## src/rtl/qseq_pkg.sv

```systemverilog
package qseq_pkg;

  localparam int NPHASE = 4;

  typedef enum logic [1:0] {
    PH_A = 2'd0,
    PH_B = 2'd1,
    PH_C = 2'd2,
    PH_D = 2'd3
  } qphase_e;

  // Successor phase in the fixed rotation.
  function automatic qphase_e phase_next(input qphase_e p);
    case (p)
      PH_A:    phase_next = PH_B;
      PH_B:    phase_next = PH_C;
      PH_C:    phase_next = PH_D;
      default: phase_next = PH_A;
    endcase
  endfunction

endpackage

```

## src/rtl/qseq_phase_gen.sv

```systemverilog
module qseq_phase_gen
  import qseq_pkg::*;
(
  input  logic              clk,
  input  logic              rst_n,
  output logic [NPHASE-1:0] strobes,
  output logic              cyc_first,
  output logic              cyc_last
);

  qphase_e ph_q;

  always_ff @(posedge clk) begin
    if (!rst_n) ph_q <= PH_A;
    else        ph_q <= phase_next(ph_q);
  end

  for (genvar i = 0; i < NPHASE; i++) begin : g_strobe
    assign strobes[i] = (ph_q == qphase_e'(2'(i)));
  end

  assign cyc_first = strobes[0];
  assign cyc_last  = strobes[NPHASE-1];

endmodule

```

## src/rtl/qseq_pc_unit.sv

```systemverilog
module qseq_pc_unit #(
  parameter int              PC_W      = 9,
  parameter logic [PC_W-1:0] RESET_VEC = '0
) (
  input  logic            clk,
  input  logic            rst_n,
  input  logic            advance,
  input  logic            redirect,
  input  logic [PC_W-1:0] target,
  output logic [PC_W-1:0] pc
);

  // Sequential successor, wrapping at the top of the address space.
  function automatic logic [PC_W-1:0] pc_step(input logic [PC_W-1:0] a);
    pc_step = a + PC_W'(1);
  endfunction

  logic [PC_W-1:0] pc_q;

  always_ff @(posedge clk) begin
    if (!rst_n)       pc_q <= RESET_VEC;
    else if (advance) pc_q <= redirect ? target : pc_step(pc_q);
  end

  assign pc = pc_q;

endmodule

```

## src/rtl/qseq_pipe_reg.sv

```systemverilog
module qseq_pipe_reg #(
  parameter int INSN_W = 12,
  parameter int PC_W   = 9
) (
  input  logic              clk,
  input  logic              rst_n,
  input  logic              latch,
  input  logic              kill,
  input  logic [INSN_W-1:0] fetch_word,
  input  logic [PC_W-1:0]   fetch_pc,
  output logic [INSN_W-1:0] ir,
  output logic [PC_W-1:0]   ex_pc,
  output logic              ex_valid
);

  logic [INSN_W-1:0] ir_q;
  logic [PC_W-1:0]   expc_q;
  logic              vld_q;

  always_ff @(posedge clk) begin
    if (!rst_n) begin
      ir_q   <= '0;
      expc_q <= '0;
      vld_q  <= 1'b0;
    end else if (latch) begin
      ir_q   <= fetch_word;
      expc_q <= fetch_pc;
      vld_q  <= !kill;
    end
  end

  assign ir       = ir_q;
  assign ex_pc    = expc_q;
  assign ex_valid = vld_q;

endmodule

```

## src/rtl/qphase_seq.sv

```systemverilog
module qphase_seq
  import qseq_pkg::*;
#(
  parameter int              PC_W      = 9,
  parameter int              INSN_W    = 12,
  parameter logic [PC_W-1:0] RESET_VEC = '0
) (
  input  logic              clk,
  input  logic              rst_n,
  input  logic [INSN_W-1:0] imem_data,
  input  logic              br_take,
  input  logic [PC_W-1:0]   br_target,
  input  logic              wr_req,
  output logic [3:0]        phase,
  output logic              cyc_start,
  output logic [PC_W-1:0]   pc,
  output logic              fetch_stb,
  output logic [INSN_W-1:0] ir,
  output logic [PC_W-1:0]   ex_pc,
  output logic              ex_valid,
  output logic              dm_rd,
  output logic              dm_wr
);

  logic [NPHASE-1:0] strb;
  logic              first_ph;
  logic              last_ph;
  logic              redirect;   // taken branch accepted this cycle
  logic              vld;
  logic [PC_W-1:0]   pc_w;

  qseq_phase_gen u_phase (
    .clk       (clk),
    .rst_n     (rst_n),
    .strobes   (strb),
    .cyc_first (first_ph),
    .cyc_last  (last_ph)
  );

  assign redirect = last_ph && vld && br_take;

  qseq_pc_unit #(.PC_W(PC_W), .RESET_VEC(RESET_VEC)) u_pc (
    .clk      (clk),
    .rst_n    (rst_n),
    .advance  (last_ph),
    .redirect (redirect),
    .target   (br_target),
    .pc       (pc_w)
  );

  qseq_pipe_reg #(.INSN_W(INSN_W), .PC_W(PC_W)) u_pipe (
    .clk        (clk),
    .rst_n      (rst_n),
    .latch      (last_ph),
    .kill       (redirect),
    .fetch_word (imem_data),
    .fetch_pc   (pc_w),
    .ir         (ir),
    .ex_pc      (ex_pc),
    .ex_valid   (vld)
  );

  assign phase     = strb;
  assign cyc_start = first_ph;
  assign pc        = pc_w;
  assign fetch_stb = last_ph;
  assign ex_valid  = vld;
  assign dm_rd     = strb[1] && vld;
  assign dm_wr     = last_ph && vld && wr_req;

endmodule

```

## config.mk

```make
export PLATFORM = sky130hd
export DESIGN_NAME = qphase_seq
export DESIGN_NICKNAME = d
export VERILOG_FILES = /design/src/rtl/qseq_pkg.sv /design/src/rtl/qseq_phase_gen.sv /design/src/rtl/qseq_pc_unit.sv /design/src/rtl/qseq_pipe_reg.sv /design/src/rtl/qphase_seq.sv
export SDC_FILE = /design/constraint.sdc
export NUM_CORES = 1
export LEC_CHECK = 0
export BUFFER_PORTS_ARGS = -buffer_cell sky130_fd_sc_hd__buf_4
export CORE_MARGIN = 3
export CORE_UTILIZATION = 40
export CTS_CLUSTER_SIZE = 10
export DETAILED_ROUTE_END_ITERATION = 7
export GPL_TIMING_DRIVEN = 0
export PLACE_DENSITY = 0.73
export SETUP_SLACK_MARGIN = 0.4
export SLEW_MARGIN = 20
export SYNTH_ARGS = -nofsm -noshare
export SYNTH_HDL_FRONTEND = slang
export SYNTH_SLANG_ARGS = --single-unit
```

## constraint.sdc

```tcl
create_clock -name clk -period 4.3 [get_ports clk]
set_input_delay 0 -clock clk [delete_from_list [all_inputs] [get_ports clk]]
set_output_delay 0 -clock clk [all_outputs]
set_load 0.01 [all_outputs]
```

==> metrics <==
DR vias=roughly 1500; Synth Instances=approximately 160; Final Util=around 65%; Worst setup SP type=register; Hold Violations, Final=0; core area=3495 um^2; sequential area share after synthesis=43.67%; TritonCTS clock tree=yes; # diodes=0; largest net degree at the start of global routing=12; Iteration-0 DRC Markers=73; min Tclk post-route=about 1.8 ns; Clock transition at path regs=0.07 ns; setup bufs post-CTS=0; vias in the first global route=1400; Yosys reg bits=33; Tightest Pin Transition=between 0.4 and 0.5 ns; status=finished, final reports clean; top cell type's share of synthesized area=between 40% and 50%; Via-to-Cell Ratio=roughly 5.1; Die Wd=67.50 um; Layout Skew=about 0.0062 ns; chip height=about 67 um; Synth cell types=32; share of cells above drive strength 1=33.75%; num rows=21; full die area=roughly 4600 um^2; WL met1=roughly 1700 um; antenna violations before repair=0; fmax=between 500 and 600 MHz; final wirelength=slightly above 4000 um; hold-fix buffers at CTS=14; Peak supply drop=0.0002738 V; Cell Area, Synth=between 1500 and 2000 um^2; maxcap violations=0; post-CTS sizing=0; clk sink count=33; critical path class=register to output port; clk_lat worst skew=just under 0.3 ns; Max Slew Vio Count=0; Post-Layout Cell Count=roughly 290; DP HPWL=about 2700 um; Pwr Density=411.2 nW/um^2; final net count=270; first-pass GRT wire length=~6600 um; CTS buffer count=5; EDFF count, synth=0; Final Setup Violations=0; Pre-antenna DRT Iters=4; Max Used Layer=met4; Slew HR=between 60% and 70%; fin crit share=around 42%; Async S/R FF share, synth=0%; DRC violations left=0; I/O Buffers=slightly above 60; metal2 WL=around 1900 um; Routability Congestion=between 0.7 and 0.8; Inst Count DP=264; clock buffer depth=2; RSZ-0062 raised after global routing=false; critical path arrival=roughly 1.8 ns; total power=a little over 900 uW; clk root buf=clkbuf_8; CTS H-tree lvls=2; per-cell routed wire length=14.13 um; Synthesis Warnings=0; Area growth, synth to finish=49.55%; Synth Flop Type=dfxtp_1; GRT Total Usage=between 10% and 20%; Mapped Nets=187; CP required=about 4.3 ns; Yosys top cell by area=dfxtp_1; Crit. End Element=output port; Detail Route Antenna Nets=0; largest cells by area after synthesis=dfxtp_1 (44%), mux2i_1 (16%), nor2_1 (5.7%); Fin Setup TNS=0 ns; Hold WC Path Type=primary input to register; met3 wire length=~330 um; I/O pins=64; initial core utilization=between 40% and 50%; global route total overflow=0; Crit Path Max Fanout=10; syn_area_per_cell=approximately 9.7 um^2; Leak=just under 0.001 uW
==> Yosys cell counts, drive strengths merged (2+ instances only) <==
cell type  count
dfxtp         33
mux2i         24
nor2          23
buf            9
ha             6
clkbuf         5
a31oi          4
a41oi          4
inv            4
nand2          4
o211ai         4
or4            4
a21oi          3
nand3          3
nand4          3
nor2b          3
a221oi         2
and2           2
and3           2
nand2b         2
nand3b         2
nor3           2
o2111ai        2
o21ai          2
==> through the flow <==
stage	instance area, um^2	setup WS [ns]	hold WS, ns
2_1_floorplan	1513	2.588	0.1472
3_3_place_gp	2036	2.553	0.2342
3_5_place_dp	2036	2.539	0.2417
4_1_cts	2262	2.430	0.01988
5_1_grt	2262	2.314	0.03374
6_report	2262	2.482	0.02353
==> layout make-up <==
type,instances,area (um^2)
Tap cell,46,57.56
Inverter,4,15.01
Fill cell,316,1232
Clock inverter,3,17.52
Timing Repair Buffer,76,605.6
Clock buffer,5,68.82
Multi-Input combinational cell,105,748.2
Sequential cell,33,660.6
Buffer,14,88.84
==> state kept, by name, indices dropped and copies added (netlist names) <==
register / count
u_pc.pc: 9
u_pipe.ex_pc: 9
u_phase.ph_q: 2
u_pipe.ex_valid: 1
u_pipe.ir: 12
==> metal layers <==
| metal | vias to the layer above | track usage [%] |
|---|---|---|
| met3 | 10 | 6.822 |
| met5 | - | 0 |
| met1 | 674 | 24.51 |
| met2 | 59 | 30.38 |
| li1 | 722 | - |
| met4 | 0 | 7.595 |
==> critical path, stage by stage, from the launching register on <==
cell and delay, ns:
dfxtp_1 0.39, ha_1 0.23, buf_6 0.16, buf_2 0.20
buf_2 0.26, and3_1 0.18, buf_4 0.11
==> cell usage in the layout (no fill, tap or decap), types with 2 or more instances in the layout <==
cell type,netlist,layout
buf_4,2,64
dfxtp_1,33,33
mux2i_1,24,24
nor2_1,23,23
dlygate4sd3_1,0,14
ha_1,6,6
clkbuf_8,0,5
inv_1,4,4
buf_2,4,4
clkbuf_1,4,4
a41oi_1,4,4
or4_1,4,4
o211ai_1,4,4
a31oi_1,4,4
nand2_1,4,4
buf_6,3,3
nor2b_1,3,3
nand3_1,3,3
nand4_1,3,3
a21oi_1,3,3
and2_1,2,2
nor3_1,2,2
o2111ai_1,2,2
nand3b_1,2,2
nand2b_1,2,2
a221oi_1,2,2
o21ai_0,2,2
clkinv_2,0,2
==> kinds of logic (layout without fill, tap and decap cells) <==
family,after synthesis,count (layout),share of synthesized area [%]
buffers and inverters,18,102,6.864
DFF,33,33,43.67
adders and majority gates,6,6,4.963
muxes,24,24,15.88
AOI/OAI and AO/OA,24,24,11.41
and+or+nand+nor,51,51,17.20
==> final timing paths <==
kind,from,to,slack [ns],depth (start not counted)
max,u_phase.ph_q[0],dm_wr,2.48,6
min,br_target[6],u_pc.pc[6],0.02,3
min reg2reg,u_pipe.ex_pc[0],u_pipe.ex_pc[0],0.49,2
max reg2reg,u_phase.ph_q[0],u_pc.pc[5],2.52,6
==> report_power, final <==
part,switching [uW],internal [uW],total (uW)
clock,116,112,228
combinational,151,173,323
sequential,38.4,341,379
(Power assumes the default switching activity.)
